[config.mk]
export PLATFORM = sky130hd
export DESIGN_NAME = jtag_dr_select
export DESIGN_NICKNAME = d
export VERILOG_FILES = /design/src/rtl/jtag_dr_pkg.sv /design/src/rtl/jtag_dr_decode.sv /design/src/rtl/jtag_dr_bypass.sv /design/src/rtl/jtag_dr_reset_bit.sv /design/src/rtl/jtag_dr_idreg.sv /design/src/rtl/jtag_dr_select.sv
export SDC_FILE = /design/constraint.sdc
export NUM_CORES = 1
export LEC_CHECK = 0
export ABC_AREA = 1
export BUFFER_PORTS_ARGS = -buffer_cell sky130_fd_sc_hd__buf_2
export CAP_MARGIN = 10
export CORE_ASPECT_RATIO = 1.75
export CORE_MARGIN = 8
export CORE_UTILIZATION = 51
export DETAILED_ROUTE_END_ITERATION = 8
export PLACE_DENSITY = 0.71
export SYNTH_ARGS = -nofsm -noshare
export SYNTH_HDL_FRONTEND = slang
export SYNTH_SLANG_ARGS = --single-unit
export TNS_END_PERCENT = 20
[constraint.sdc]
create_clock -name tck -period 4.7 [get_ports tck]
set_input_delay 0.705 -clock tck [delete_from_list [all_inputs] [get_ports tck]]
set_output_delay 0.705 -clock tck [all_outputs]
set_load 0.05 [all_outputs]
[src/rtl/jtag_dr_pkg.sv]
package jtag_dr_pkg;

  localparam int IR_W = 4;

  localparam logic [IR_W-1:0] OP_EXTEST = 4'h0;
  localparam logic [IR_W-1:0] OP_IDCODE = 4'h1;
  localparam logic [IR_W-1:0] OP_SAMPLE = 4'h2;
  localparam logic [IR_W-1:0] OP_RSTREG = 4'hC;

  typedef enum logic [1:0] {
    DR_BYPASS = 2'd0,
    DR_IDENT  = 2'd1,
    DR_RESET  = 2'd2,
    DR_BSCAN  = 2'd3
  } dr_sel_e;

  typedef struct packed {
    dr_sel_e sel;
    logic    sample;
    logic    extest;
  } dr_mode_t;

  // Map an instruction to its data register and boundary mode flags.
  function automatic dr_mode_t decode_ir(input logic [IR_W-1:0] code);
    dr_mode_t m;
    m.sel    = DR_BYPASS;
    m.sample = 1'b0;
    m.extest = 1'b0;
    case (code)
      OP_EXTEST: begin m.sel = DR_BSCAN; m.extest = 1'b1; end
      OP_SAMPLE: begin m.sel = DR_BSCAN; m.sample = 1'b1; end
      OP_IDCODE: m.sel = DR_IDENT;
      OP_RSTREG: m.sel = DR_RESET;
      default:   m.sel = DR_BYPASS;
    endcase
    return m;
  endfunction

endpackage

[src/rtl/jtag_dr_decode.sv]
module jtag_dr_decode
  import jtag_dr_pkg::*;
(
  input  logic            tlr,
  input  logic [IR_W-1:0] ir_code,
  output dr_mode_t        mode_o
);

  localparam dr_mode_t RESET_MODE = '{sel: DR_IDENT, sample: 1'b0, extest: 1'b0};

  always_comb begin
    if (tlr) mode_o = RESET_MODE;   // reset forces the identification path
    else     mode_o = decode_ir(ir_code);
  end

endmodule

[src/rtl/jtag_dr_bypass.sv]
module jtag_dr_bypass (
  input  logic tck,
  input  logic tlr,
  input  logic sel,
  input  logic capture,
  input  logic shift,
  input  logic tdi,
  output logic so
);

  logic byp_q;
  logic cap_ev;
  logic sh_ev;

  assign cap_ev = sel && capture;
  assign sh_ev  = sel && shift && !capture;

  always_ff @(posedge tck or posedge tlr) begin
    if (tlr)         byp_q <= 1'b0;
    else if (cap_ev) byp_q <= 1'b0;
    else if (sh_ev)  byp_q <= tdi;
  end

  assign so = byp_q;

  a_r2_capture_zero: assert property (@(posedge tck) disable iff (tlr)
    cap_ev |=> !so);
  a_r2_shift_delay: assert property (@(posedge tck) disable iff (tlr)
    sh_ev |=> so == $past(tdi));

endmodule

[src/rtl/jtag_dr_reset_bit.sv]
module jtag_dr_reset_bit (
  input  logic tck,
  input  logic tlr,
  input  logic sel,
  input  logic shift,
  input  logic tdi,
  output logic bit_o
);

  logic rst_q;
  logic load_ev;

  assign load_ev = sel && shift;

  // No update stage: the cell itself drives the request.
  always_ff @(posedge tck or posedge tlr) begin
    if (tlr)          rst_q <= 1'b0;
    else if (load_ev) rst_q <= tdi;
  end

  assign bit_o = rst_q;

  a_r4_shift_loads: assert property (@(posedge tck) disable iff (tlr)
    load_ev |=> bit_o == $past(tdi));
  a_r5_holds_otherwise: assert property (@(posedge tck) disable iff (tlr)
    !load_ev |=> $stable(bit_o));

endmodule

[src/rtl/jtag_dr_idreg.sv]
module jtag_dr_idreg #(
  parameter int            ID_W     = 32,
  parameter logic [ID_W-1:0] ID_VALUE = 32'h1A7C_503F
) (
  input  logic tck,
  input  logic tlr,
  input  logic sel,
  input  logic capture,
  input  logic shift,
  input  logic tdi,
  output logic so
);

  logic [ID_W-1:0] sh_q;
  logic            cap_ev;
  logic            sh_ev;

  assign cap_ev = sel && capture;
  assign sh_ev  = sel && shift && !capture;

  always_ff @(posedge tck or posedge tlr) begin
    if (tlr)         sh_q <= ID_VALUE;
    else if (cap_ev) sh_q <= ID_VALUE;
    else if (sh_ev)  sh_q <= {tdi, sh_q[ID_W-1:1]};
  end

  assign so = sh_q[0];

  a_r3_capture_value: assert property (@(posedge tck) disable iff (tlr)
    cap_ev |=> sh_q == ID_VALUE);
  a_r3_msb_entry: assert property (@(posedge tck) disable iff (tlr)
    sh_ev |=> sh_q[ID_W-1] == $past(tdi));

endmodule

[src/rtl/jtag_dr_select.sv]
module jtag_dr_select
  import jtag_dr_pkg::*;
#(
  parameter int            ID_W     = 32,
  parameter logic [ID_W-1:0] ID_VALUE = 32'h1A7C_503F
) (
  input  logic            tck,
  input  logic            tlr,
  input  logic            capture_dr,
  input  logic            shift_dr,
  input  logic            update_dr,
  input  logic [IR_W-1:0] ir_code,
  input  logic            tdi,
  output logic            tdo,
  output logic            sys_reset_req,
  output logic            mode_sample,
  output logic            mode_extest,
  output logic            bsc_si,
  input  logic            bsc_so,
  output logic            bsc_capture,
  output logic            bsc_shift,
  output logic            bsc_update
);

  dr_mode_t mode;
  logic     sel_byp, sel_id, sel_rst, sel_bs;
  logic     byp_so, id_so, rst_bit;
  logic     dr_so;
  logic     tdo_q;

  jtag_dr_decode u_decode (
    .tlr     (tlr),
    .ir_code (ir_code),
    .mode_o  (mode)
  );

  assign sel_byp = (mode.sel == DR_BYPASS);
  assign sel_id  = (mode.sel == DR_IDENT);
  assign sel_rst = (mode.sel == DR_RESET);
  assign sel_bs  = (mode.sel == DR_BSCAN);

  jtag_dr_bypass u_bypass (
    .tck     (tck),
    .tlr     (tlr),
    .sel     (sel_byp),
    .capture (capture_dr),
    .shift   (shift_dr),
    .tdi     (tdi),
    .so      (byp_so)
  );

  jtag_dr_reset_bit u_rstbit (
    .tck   (tck),
    .tlr   (tlr),
    .sel   (sel_rst),
    .shift (shift_dr),
    .tdi   (tdi),
    .bit_o (rst_bit)
  );

  jtag_dr_idreg #(.ID_W(ID_W), .ID_VALUE(ID_VALUE)) u_idreg (
    .tck     (tck),
    .tlr     (tlr),
    .sel     (sel_id),
    .capture (capture_dr),
    .shift   (shift_dr),
    .tdi     (tdi),
    .so      (id_so)
  );

  always_comb begin
    unique case (mode.sel)
      DR_BYPASS: dr_so = byp_so;
      DR_IDENT:  dr_so = id_so;
      DR_RESET:  dr_so = rst_bit;
      DR_BSCAN:  dr_so = bsc_so;
      default:   dr_so = byp_so;
    endcase
  end

  // Serial output retimed on the falling edge, held outside Shift-DR.
  always_ff @(negedge tck or posedge tlr) begin
    if (tlr)           tdo_q <= 1'b0;
    else if (shift_dr) tdo_q <= dr_so;
  end

  assign tdo           = tdo_q;
  assign sys_reset_req = rst_bit;
  assign mode_sample   = mode.sample;
  assign mode_extest   = mode.extest;
  assign bsc_si        = tdi;
  assign bsc_capture   = sel_bs && capture_dr;
  assign bsc_shift     = sel_bs && shift_dr;
  assign bsc_update    = sel_bs && update_dr;

  a_r7_tdo_hold: assert property (@(negedge tck) disable iff (tlr)
    !shift_dr |=> $stable(tdo));
  a_r9_chain_to_tdo: assert property (@(negedge tck) disable iff (tlr)
    (shift_dr && sel_bs) |=> tdo == $past(bsc_so));
  a_r6_reset_quiet: assert property (@(posedge tck)
    tlr |-> (!sys_reset_req && !mode_sample && !mode_extest && !tdo));
  a_r8_no_strobe_when_idle: assert property (@(posedge tck) disable iff (tlr)
    !(mode_sample || mode_extest) |-> !(bsc_capture || bsc_shift || bsc_update));

endmodule

# == Yosys cells after proc, flatten, opt, wreduce, memory -nomap -nowiden ==
# Cells that the tools add are included.
# W data, S select, Z words.
# classes
addsub,0
n_mul,0
div_mod_pow,0
order_cmp,0
eq_ne,6
shift,0
n_mux,9
bitwise,0
reduce_logical,16
# op_table
operator,count
$mux W32,2
$logic_and A1 B1 Y1,10
$pmux W2 S3,1
$eq A2 B2 Y1 const B,2
$eq A4 B1 Y1 const B,1
$eq A4 B2 Y1 const B,1
$eq A4 B4 Y1 const B,1
$logic_not A4 Y1,1
$mux W1,4
$mux W4,1
$pmux W1 S4,1
$reduce_bool A2 Y1,2
$eq A2 B1 Y1 const B,1
$logic_not A2 Y1,1
$reduce_or A2 Y1,1
$logic_not A1 Y1,1
# word_totals
register_bits,35
latch_bits,0
ramBits,0
rom_bits,0
inputBits,11
output_inout_bits,8
elab_cells,35
n_memories,0

# == Depth between registers and ports, before layout ==
# depth
word_depth,9
ltp_mapped,10

# == Hierarchy ==
# Synthesis repeated with hierarchy kept, for this count alone.
# hier_totals
hier_cells,202
area_unflattened_um2,1714.1
# modules_own_cells
module,n_inst,cells_per_inst,area_each_um2,seq_area_each_um2
jtag_dr_idreg,1,152,1415.1,820.8
jtag_dr_select,1,24,143.9,25.0
jtag_dr_decode,1,12,56.3,0.0
jtag_dr_bypass,1,8,53.8,25.0
jtag_dr_reset_bit,1,6,45.0,25.0

==> results.ini <==
[synthesis]
synth_area_sq_um=1860
synth_largest_area_cell=dfrtp_1
synth_cell_type_count=24
async_flop_share_pct=100
yosysWarningCount=0
synth.top_cell.area_share_pct=24.2
yosys-top-cells-area=dfrtp_1, dfstp_2, nand2_1
syn_inst=219
synth_fp_nets=230
seq_area_frac_synth_pct=48.1
synth.avg_cell_area_sq_um=8.50
synth.top_cells.by_count=nand2_1, inv_1, o21ai_2
yosysMostFrequentCell=nand2_1
ys.flop_type=dfrtp_1
synth_seq_cells=35
synth_edf_count=0

[detailed_routing]
routed_wl_um=3090
ant_nets=0
vias=1325
drc=0
drt_iter0_drc=31
vias_per_cell=4.68
avgRoutedWirePerCell_um=10.9
first_pass_iters=4

[timing]
setup_viol=0
rsz0062_at_grt=no
slew_headroom_pct=46.7
worstMarginPinSlew_ns=0.800
hold_viol=0
finalClockSkew_ns=0.00911
tns_ns=0
slew_viol_final=0

[clocking]
clk_path_buf_depth=2
cts_buffers=5
cts_root_buffer=clkbuf_8
cts.sinks=35
clock_latency_ns=0.29
tritoncts=built
ctsResizeCount=0
cts_setup_buffers=0
h-tree-depth=2
cts_hold_buf=0
clk_pin_slew_ns=0.06

[pwr]
power.density_nw_per_um2=367
clkPwrFrac_pct=31.1
pwr-share-seq_pct=49.6
comb_power_share_pct=19.2
p_leak_nw=1.06
p_int_mw=0.531
switching_power_mw=0.211
swShare_pct=28.5
ir_drop_mv=0.351

[final_layout]
fillers=370
seq_area_sq_um=896
layout.nets=247
areaGrowthSynthToFinish_pct=8.60
fin_area_sq_um=2020
multi_input_area_sq_um=709
antenna_cells=0
drive_gt1_share_pct=35.0

[floorplanning]
pin_count=19
initial_core_util_pct=52.4
num_rows=29
die_x_um=61.7
core_sq_um=3560
dieArea_sq_um=5920
die_h_um=95.9

[global_routing]
grt_overflow=0
grt_pass1_wl_um=5310
grt_usage_pct=12.0
grt_pass1_vias=1267
grt_max_degree=65
antenna_found_initial=0

[critical_path]
crit_type=reg -> out
slowest_stage=dfrtn_1
cpLargestDelayFamily=flip-flops
startpoint_type=flip-flop
endpoint_kind=output port
cp_num_buf_inv=1
cp.arrival_ns=3.33
required_ns=3.99
slowest_delay_ns=0.42
path_max_fanout=2
worstPathCellList=buf_2

[place]
port_buffers=18
dp_hpwl_um=2150
dpl_cell_area_sq_um=1920
globalplace.congestion=0.777

[status]
status=completed

[run]
drv_cap=0

[worst_hold_path]
min_path_type=in -> async

[cell families (layout without fill, tap and decap cells)]
family	count (synthesis)	in the layout	synth area share (%)
compound gates	35	35	13.4
buf+inv	52	70	13.8
flops	35	35	48.1
simple gates	97	97	24.7
[power by group through the flow]
stage / logic (mW) / clock network [mW] / registers, mW
floorplan: 0.117 / 0 / 0.382
global placement: 0.143 / 0 / 0.373
detailed placement: 0.145 / 0 / 0.374
CTS: 0.146 / 0.241 / 0.369
global route: 0.161 / 0.250 / 0.372
finish: 0.143 / 0.231 / 0.369
[worst paths after layout]
check / start / endpoint / slack, ns / cells after the start
worst max-delay path: tdo$_DFFE_NP0P_ / tdo / 0.67 / 1
worst min-delay path: tlr / u_bypass.so$_DFFE_PP0P_ / 0.44 / 2
worst max register to register: u_rstbit.bit_o$_DFFE_PP0P_ / tdo$_DFFE_NP0P_ / 1.47 / 4
worst min register to register: tdo$_DFFE_NP0P_ / tdo$_DFFE_NP0P_ / 0.46 / 2
max in group asynchronous: tlr / tdo$_DFFE_NP0P_ / 1.68 / 2
min in group tck: tdo$_DFFE_NP0P_ / tdo$_DFFE_NP0P_ / 0.46 / 2
[registers in the layout (all words and copies together), names as in the netlist]
signal	flops
tdo	1
u_bypass.so	1
u_idreg.sh_q	32
u_rstbit.bit_o	1
[stage by stage]
stage / util (%) / hold slack [ns] / setup WS [ns] / total power, mW / std cells
finish: 56.9 / 0.441 / 0.667 / 0.743 / 283
floorplan: - / 0.447 / 0.124 / 0.499 / 219
global placement: 54.0 / 0.451 / 0.513 / 0.516 / 275
detailed placement: 54.0 / 0.465 / 0.483 / 0.520 / 275
CTS: 56.9 / 0.441 / 0.649 / 0.756 / 283
global route: 56.9 / 0.459 / 0.633 / 0.784 / 283
[final cells by class]
type                            instances  area share [%]
Sequential cell                        35            44.3
Clock buffer                            8            4.95
Tap cell                               46            2.85
Inverter                               43            7.98
Multi-Input combinational cell        132            35.1
Timing Repair Buffer                   19            4.83
[cells in the final DEF (no fill, tap or decap), types with 2 or more instances in the layout]
cell	count
nand2_1	64
inv_1	42
o21ai_2	20
buf_2	18
dfrtp_1	18
dfstp_2	16
o21ai_1	12
nand2_2	8
nor2_1	7
clkbuf_8	7
or2_2	6
nand2_4	4
nand3_1	4
o21ai_0	2
[layer usage]
metal | global-route usage [%] | vias to the layer above | part of all wire (%)
li1 | - | 685 | -
met1 | 12.7 | 618 | 43
met2 | 20.7 | 16 | 51
met3 | 3.21 | 6 | 3.3
met4 | 6.31 | 0 | 2.3
met5 | 0 | - | 0
Note: power is estimated with default switching activity, not from simulation.
